===== config.mk =====
export PLATFORM = sky130hd
export DESIGN_NAME = fp_status_reg
export DESIGN_NICKNAME = d
export VERILOG_FILES = /design/src/rtl/fsr_pkg.sv /design/src/rtl/fsr_classify.sv /design/src/rtl/fsr_summary.sv /design/src/rtl/fp_status_reg.sv
export SDC_FILE = /design/constraint.sdc
export NUM_CORES = 1
export LEC_CHECK = 0
export BUFFER_PORTS_ARGS = -buffer_cell sky130_fd_sc_hd__buf_4
export CAP_MARGIN = 40
export CORE_ASPECT_RATIO = 1.5
export CORE_MARGIN = 5
export CORE_UTILIZATION = 31
export DETAILED_ROUTE_END_ITERATION = 10
export GPL_TIMING_DRIVEN = 0
export PLACE_DENSITY = 0.78
export SLEW_MARGIN = 20
export SYNTH_ARGS = -nofsm -noshare
export SYNTH_HDL_FRONTEND = slang
export SYNTH_SLANG_ARGS = --single-unit

===== constraint.sdc =====
create_clock -name clk -period 1.9 [get_ports clk]
set_input_delay 0.19 -clock clk [delete_from_list [all_inputs] [get_ports clk]]
set_output_delay 0.19 -clock clk [all_outputs]
set_load 0.005 [all_outputs]

===== src/rtl/fsr_pkg.sv =====
package fsr_pkg;
   localparam int REG_W   = 64;
   localparam int EXC_N   = 13;
   localparam int TOP_USED = 35;
   localparam int B_HOLE  = 11;

   localparam int B_ANY   = 31;
   localparam int B_ENSUM = 30;
   localparam int B_INV   = 29;
   localparam int B_OVF   = 28;
   localparam int B_UNF   = 27;
   localparam int B_DIVZ  = 26;
   localparam int B_INEX  = 25;
   localparam int B_ENOV  = 6;
   localparam int B_ENUN  = 5;
   localparam int B_ENDZ  = 4;
   localparam int B_ENIX  = 3;
   localparam int B_ENIV  = 7;
   localparam int RF_HI   = 16;
   localparam int RF_LO   = 12;

   localparam logic [4:0] CLS_NAN   = 5'b10001;
   localparam logic [4:0] CLS_NINF  = 5'b01001;
   localparam logic [4:0] CLS_NNORM = 5'b01000;
   localparam logic [4:0] CLS_NDEN  = 5'b11000;
   localparam logic [4:0] CLS_NZERO = 5'b10010;
   localparam logic [4:0] CLS_PZERO = 5'b00010;
   localparam logic [4:0] CLS_PDEN  = 5'b10100;
   localparam logic [4:0] CLS_PNORM = 5'b00100;
   localparam logic [4:0] CLS_PINF  = 5'b00101;

   function automatic bit bit_used(int i);
      return (i < TOP_USED) && (i != B_HOLE);
   endfunction

   function automatic logic [REG_W-1:0] exc_to_mask(logic [EXC_N-1:0] e);
      logic [REG_W-1:0] m;
      m = '0;
      m[B_INEX] = e[0];
      m[B_DIVZ] = e[1];
      m[B_UNF]  = e[2];
      m[B_OVF]  = e[3];
      m[24:19]  = e[9:4];
      m[10]     = e[10];
      m[9]      = e[11];
      m[8]      = e[12];
      return m;
   endfunction
endpackage


===== src/rtl/fsr_classify.sv =====
module fsr_classify #(
   parameter int EXP_W  = 11,
   parameter int FRAC_W = 52,
   localparam int DW    = EXP_W + FRAC_W + 1
) (
   input  logic [DW-1:0] val,
   output logic [4:0]    code
);
   logic              sgn;
   logic [EXP_W-1:0]  expo;
   logic [FRAC_W-1:0] frac;

   assign sgn  = val[DW-1];
   assign expo = val[DW-2:FRAC_W];
   assign frac = val[FRAC_W-1:0];

   always_comb begin
      if (&expo) begin
         if (|frac) code = fsr_pkg::CLS_NAN;
         else       code = sgn ? fsr_pkg::CLS_NINF : fsr_pkg::CLS_PINF;
      end else if (expo == '0) begin
         if (|frac) code = sgn ? fsr_pkg::CLS_NDEN  : fsr_pkg::CLS_PDEN;
         else       code = sgn ? fsr_pkg::CLS_NZERO : fsr_pkg::CLS_PZERO;
      end else begin
         code = sgn ? fsr_pkg::CLS_NNORM : fsr_pkg::CLS_PNORM;
      end
   end
endmodule


===== src/rtl/fsr_summary.sv =====
module fsr_summary (
   input  logic [fsr_pkg::REG_W-1:0] raw,
   output logic [fsr_pkg::REG_W-1:0] fixed
);
   localparam int W = fsr_pkg::REG_W;
   logic [W-1:0] keep;

   for (genvar i = 0; i < W; i++) begin : g_keep
      localparam bit USED = fsr_pkg::bit_used(i);
      assign keep[i] = USED;
   end

   always_comb begin
      logic [W-1:0] v;
      v = raw & keep;
      v[fsr_pkg::B_INV] = |{v[24:19], v[10:8]};
      v[fsr_pkg::B_ENSUM] =
         (v[fsr_pkg::B_INV]  & v[fsr_pkg::B_ENIV]) |
         (v[fsr_pkg::B_OVF]  & v[fsr_pkg::B_ENOV]) |
         (v[fsr_pkg::B_UNF]  & v[fsr_pkg::B_ENUN]) |
         (v[fsr_pkg::B_DIVZ] & v[fsr_pkg::B_ENDZ]) |
         (v[fsr_pkg::B_INEX] & v[fsr_pkg::B_ENIX]);
      fixed = v;
   end
endmodule


===== src/rtl/fp_status_reg.sv =====
module fp_status_reg #(
   parameter int EXP_W  = 11,
   parameter int FRAC_W = 52,
   localparam int DATA_W = EXP_W + FRAC_W + 1,
   localparam int W      = fsr_pkg::REG_W,
   localparam int EN     = fsr_pkg::EXC_N
) (
   input  logic              clk,
   input  logic              rst_n,
   input  logic              sw_we,
   input  logic [W-1:0]      sw_wdata,
   input  logic              fpu_upd,
   input  logic [EN-1:0]     fpu_exc,
   input  logic              fpu_cls_en,
   input  logic [DATA_W-1:0] fpu_result,
   input  logic              fpu_cmp_en,
   input  logic [3:0]        fpu_cmp,
   output logic [W-1:0]      rd_data
);
   if (DATA_W != 64) begin : g_bad_width
      $error("fp_status_reg: classifier operand must be 64 bits wide");
   end
   if (EXP_W < 2 || FRAC_W < 1) begin : g_bad_fmt
      $error("fp_status_reg: exponent or fraction too narrow");
   end

   logic [W-1:0] state_q;
   logic [W-1:0] merged;
   logic [W-1:0] next_val;
   logic [4:0]   cls_code;

   fsr_classify #(.EXP_W(EXP_W), .FRAC_W(FRAC_W)) u_cls (
      .val  (fpu_result),
      .code (cls_code)
   );

   always_comb begin
      merged = state_q;
      if (fpu_upd) begin
         merged = merged | fsr_pkg::exc_to_mask(fpu_exc);
         if (fpu_cls_en) merged[fsr_pkg::RF_HI:fsr_pkg::RF_LO] = cls_code;
         if (fpu_cmp_en) merged[fsr_pkg::RF_HI-1:fsr_pkg::RF_LO] = fpu_cmp;
      end
      if (sw_we) merged = sw_wdata;
   end

   fsr_summary u_sum (
      .raw   (merged),
      .fixed (next_val)
   );

   always_ff @(posedge clk or negedge rst_n) begin
      if (!rst_n) state_q <= '0;
      else        state_q <= next_val;
   end

   assign rd_data = state_q;
endmodule


======== Word-level counts from Yosys, hierarchy flattened ========
Cells that the tools add are included.
cells by class
  muxes and demuxes ....................... 12
  bitwise operators ....................... 10
  reduce and logical (&&, ||, !) cells .... 5
operators by type and width
  kind                  number
  2-to-1 mux 35 bit     2
  OR reduction 52 bit   1
  OR 35 x 29 -> 35 bit  1
  2-to-1 mux 5 bit      6
  2-to-1 mux 4 bit      4
  logical NOT 11 bit    1
  AND reduction 11 bit  1
  OR reduction 9 bit    1
  AND 1 bit             5
  OR 1 bit              4
  nonzero test 2 bit    1
storage, ports and cells
  register bits after elaboration ......... 34
  input port bits ......................... 151
  output and inout port bits .............. 64
  logic and storage cells ................. 29

======== Longest topological paths before layout ========
  depth after elaboration ................. 14
  depth in mapped cells ................... 8
  mapped depth without buffers ............ 5

======== Modules after synthesis ========
Synthesis repeated with hierarchy kept, for this count alone.
second synthesis, totals
  cells, all modules ...................... 298
  area total of the unflattened synthesis .. 3518.4 um^2
by module, submodules not included
  module         times used  cells each  area an instance (um^2)  seq. area each (um^2)
  fp_status_reg  1           190         2747.6                   1601.5
  fsr_summary    1           71          515.5                    0.0
  fsr_classify   1           37          255.2                    0.0

======== Least setup slack after synthesis ========
Ideal clock, no wire load.
  kind .................................... reg2reg
  start point ............................. register state_q[19] (netlist: rd_data[19])
  end point ............................... register state_q[30] (netlist: rd_data[30])
  setup time .............................. 0.118 ns
  arrival time ............................ 1.716 ns
  data required time ...................... 1.782 ns
  setup slack ............................. 0.066 ns
  stages on the path, launching flop included .. 6
  buffers on the path ..................... 0
  clock period less this slack ............ 1.834 ns
  cells stage by stage .................... dfrtp_1 -> a21oi_2 -> o21ai_0 -> or4_1 -> or4_4 -> a21o_1
between the ends
  word-level cells in the longest chain between the ends .. 9
ends and longest elaborated chain
  element                 RTL line             source
  from (decl)             fp_status_reg.sv:27  logic [W-1:0] state_q;
  from (signal assigned)  fp_status_reg.sv:54  else state_q <= next_val;
  OR 35 x 29 -> 35 bit    fp_status_reg.sv:40  merged = merged | fsr_pkg::exc_to_mask(fpu_exc);
  2-to-1 mux 35 bit (*)   fp_status_reg.sv:39  if (fpu_upd) begin
  2-to-1 mux 35 bit (*)   fp_status_reg.sv:44  if (sw_we) merged = sw_wdata;
  via merged[19]          fp_status_reg.sv:28  logic [W-1:0] merged;
  OR reduction 9 bit (*)  fsr_summary.sv:16    v[fsr_pkg::B_INV] = |{v[24:19], v[10:8]};
  via next_val[29]        fp_status_reg.sv:29  logic [W-1:0] next_val;
  AND 1 bit (*)           fsr_summary.sv:18    (v[fsr_pkg::B_INV] & v[fsr_pkg::B_ENIV]) |
  OR 1 bit (*)            fsr_summary.sv:18
  OR 1 bit (*)            fsr_summary.sv:19    (v[fsr_pkg::B_OVF] & v[fsr_pkg::B_ENOV]) |
  OR 1 bit (*)            fsr_summary.sv:20    (v[fsr_pkg::B_UNF] & v[fsr_pkg::B_ENUN]) |
  OR 1 bit (*)            fsr_summary.sv:21    (v[fsr_pkg::B_DIVZ] & v[fsr_pkg::B_ENDZ]) |
  via next_val[30]        fp_status_reg.sv:29
Mark *: on every way through the listed nets, which the timed path passes. The rest lies on a longest branch. The select of a mux whose other input is x is not followed.
A chain may end at the register's enable or synchronous reset.

======== Worst setup path after layout ========
  start point ............................. register state_q[10] (netlist: rd_data[10])
  end point ............................... register state_q[30] (netlist: rd_data[30])
The elaborated chain is that of the path after synthesis.

==> results.md <==
- Result of the run: finished, final reports clean
- Master cell of the clock root buffer: clkbuf_8
- Via count of the first global-routing pass: 2253
- Normalized max-slew margin: 0.609
- Pin count of the biggest net entering global routing: 35
- Clock network fraction of total power: 0.275
- Initial Util: 0.313
- Number of design-rule violations left by the first detailed-router iteration: 60
- Vias/cell: 4.68
- Detail Placement HPWL: 5.64 mm
- Worst hold path depth: 3
- Share of post-route cells with drive strength above 1: 0.534
- Mean instance size in the synthesized netlist: 9.38 µm²
- Net count reported at finish: 543
- DIE HEIGHT: 106 µm
- Worst-case vdd ir drop: 0.000214 V
- Buffers added on ports: 151
- FF-to-FF End: rd_data[30]$_DFF_PN0_
- Arrival @ worst endpoint: 2.00 ns
- Number of buffers between clock root and the deepest sink: 2
- Clock tree from TritonCTS: built
- Number of storage elements in the synthesis netlist: 34
- Share of the clock period used by the worst path after layout: 0.969
- Number of sinks driven by the clock tree: 34
- Clock Skews: 0.00238 ns
- Areal power density over the cells: 572 nW/µm²
- Combinational share of power: 0.291
- Worst endpoint required time: 2.06 ns
- Synth Warn #: 0
- Wire length of the first global-routing pass: 9.93 mm
- Count of unresolved DRC violations after routing: 0
- Cts bufs inserted: 5
- Shortest clock period the worst path allows after layout: 1.84 ns
- Switching power share of the total: 0.249
- Hold wc startpoint: sw_wdata[12]
- Max Clock Freq: 543 MHz
- Startpoint of the worst-slack reg-to-reg timing path: rd_data[10]$_DFF_PN0_
- Worst slew pin tran: 0.586 ns
- Final std cells w/o fill: 467
- Cells after Synth: 202
- Final Wtd Congestion: 0.780
- Syn Std Cell Area: 1890 µm²
- Most common cell after layout, fill and taps aside: buf_4
- First-pass iteration count of the detailed router: 4
- Clk Latency, worst-skew pair: 0.27 ns
- Proportion of synthesized chip area in sequential cells: 0.449
- Area grow syn2layout: 76.6%
- Core Area: 6040 µm²
- Number of cells on the worst reg-to-reg path: 5
- Power dissipated by switching net loads: 0.476 mW
- Max FFs per register: 34
- Max-cap violations: 0
- Worst slack, placed: -0.146 ns
- End point of the most critical hold path: rd_data[12]$_DFFE_PN0P_
- Endpoints failing hold: 0
- Antenna diode instance count: 0
- Clock input transition at the sequential cells of the worst setup and hold paths: 0.06 ns
- Number of instances in the placed design: 456
- Routed WL: 6.53 mm
- Top library cells by usage in the layout, fill and taps aside: buf_4, dfrtp_1, conb_1, nand2_1, a21oi_1
- Number of antenna violations at the first check in global routing: 0
- Largest driver fanout on the critical path: 2
- CTS HTree Levels: 2
- Routed wirelength normalized by instance count: 14.0 µm
- CP Class: register to register
- Share of power burned in registers: 0.434
- Final critical-path setup slack: 0.0593 ns
- Flop2flop setup slack: 0.06 ns
- Area occupied by registers: 851 µm²
- Floorplan die area: 7810 µm²
- Overall global routing resource usage: 0.163
- Distinct cell type count of the synthesized netlist: 33
- Vias post-DR: 2185
- Startpoint types: register
- Hold/Removal Path Class: input pin to register
- Setup crit end kind: register
- Residual antenna-violating net count after detailed routing: 0
- # fillers: 536
- Number of setup violations in the final report: 0
- Static Leak: 1.70 nW
- Floorplan row count: 35
- Max-slew violation count: 0
- Unrepaired setup endpoints after global routing: no
- Internal: 1.44 mW
- Count of pins on the block boundary: 215
- Chip Width: 73.8 µm
- Area of the multi-input gates: 873 µm²
- Grt total ovfl: 0
[cell usage after synthesis (all sizes together)]
cell type / instances / area share
buf: 35 / 0.14
dfrtp: 34 / 0.45
nand2: 25 / 0.050
o21ai: 18 / 0.048
a21oi: 17 / 0.047
nor4: 15 / 0.050
mux2: 14 / 0.083
nor2: 5 / 0.0099
nor3: 5 / 0.013
a22oi: 4 / 0.016
nand3: 4 / 0.011
nand4: 4 / 0.013
clkbuf: 3 / 0.0059
inv: 3 / 0.0059
or3: 3 / 0.0099
or4: 2 / 0.0099
a21o: 1 / 0.0040
a31oi: 1 / 0.0033
a32oi: 1 / 0.0046
a41oi: 1 / 0.0046
conb: 1 / 0.0020
mux2i: 1 / 0.0053
nor2b: 1 / 0.0033
o311a: 1 / 0.0053
o31ai: 1 / 0.0040
o41ai: 1 / 0.0046
or2: 1 / 0.0033
[final cells by class]
class | instances | share of cell area
Sequential cell | 34 | 0.254
Clock buffer | 7 | 0.0258
Timing Repair Buffer | 154 | 0.346
Buffer | 38 | 0.0800
Inverter | 3 | 0.00337
Clock inverter | 1 | 0.00150
Multi-Input combinational cell | 156 | 0.261
Tap cell | 74 | 0.0277
[power by group through the flow]
stage          sequential (mW)  combinational [mW]  clock, mW
6_report                 0.831               0.558      0.527
3_3_place_gp             0.840               0.540          0
5_1_grt                  0.840               0.613      0.576
2_1_floorplan            0.847               0.190          0
3_5_place_dp             0.845               0.552          0
4_1_cts                  0.831               0.560      0.556
[metal layers]
layer  global-route usage  share of wire
met5                    0              0
met4               0.0687          0.023
met3               0.0344           0.12
met2                0.317           0.55
met1                0.156           0.31
[logic make-up (layout without fill, tap and decap cells)]
| family | Yosys count | in the layout | share of synthesized area |
|---|---|---|---|
| multiplexers | 15 | 15 | 0.0885 |
| AND/OR/NAND/NOR | 65 | 65 | 0.172 |
| buffers and inverters | 41 | 203 | 0.147 |
| other | 1 | 30 | 0.00198 |
| AO/OA/AOI/OAI | 46 | 46 | 0.141 |
| flip-flops | 34 | 34 | 0.449 |
[per-stage QoR]
step | util | hold WS [ns] | cell area [µm²] | setup TNS [ns] | power [mW]
2_1_floorplan | - | -0.106 | 2000 | 0 | 1.04
3_3_place_gp | 0.534 | 0.158 | 3230 | -0.340 | 1.38
3_5_place_dp | 0.534 | 0.159 | 3230 | -0.303 | 1.40
4_1_cts | 0.554 | 0.112 | 3350 | 0 | 1.95
5_1_grt | 0.554 | 0.139 | 3350 | 0 | 2.03
6_report | 0.554 | 0.123 | 3350 | 0 | 1.91
[worst max path at each step]
| stage | depth (start not counted) | start | end | slack (ns) |
|---|---|---|---|---|
| final | 5 | rd_data[10]$_DFF_PN0_ | rd_data[30]$_DFF_PN0_ | 0.06 |
| after global routing | 5 | rd_data[10]$_DFF_PN0_ | rd_data[30]$_DFF_PN0_ | 0.003 |
| after CTS | 5 | rd_data[10]$_DFF_PN0_ | rd_data[30]$_DFF_PN0_ | 0.04 |
| after detailed placement | 6 | sw_we | rd_data[34]$_DFFE_PN0P_ | -0.15 |
| after global placement | 6 | sw_we | rd_data[34]$_DFFE_PN0P_ | -0.16 |
| after floorplan | 5 | rd_data[19]$_DFF_PN0_ | rd_data[30]$_DFF_PN0_ | 0.07 |
[critical path, stage by stage (launching register included)]
cell and delay (ns):
dfrtp_1 0.39, a21oi_1 0.12, o21ai_1 0.08, or4_1 0.53, or4_4 0.43, a21o_1 0.19
[timing repair]
item / 4_1_cts / 5_1_grt
setup buffers: 2 / 0
endpoints found under the hold margin: 34 / 0
hold buffers: 1 / 0
endpoints found under the setup margin: 1 / 1
resized for setup: 1 / 1
pin swaps: 3 / 1
(Power assumes the default switching activity.)
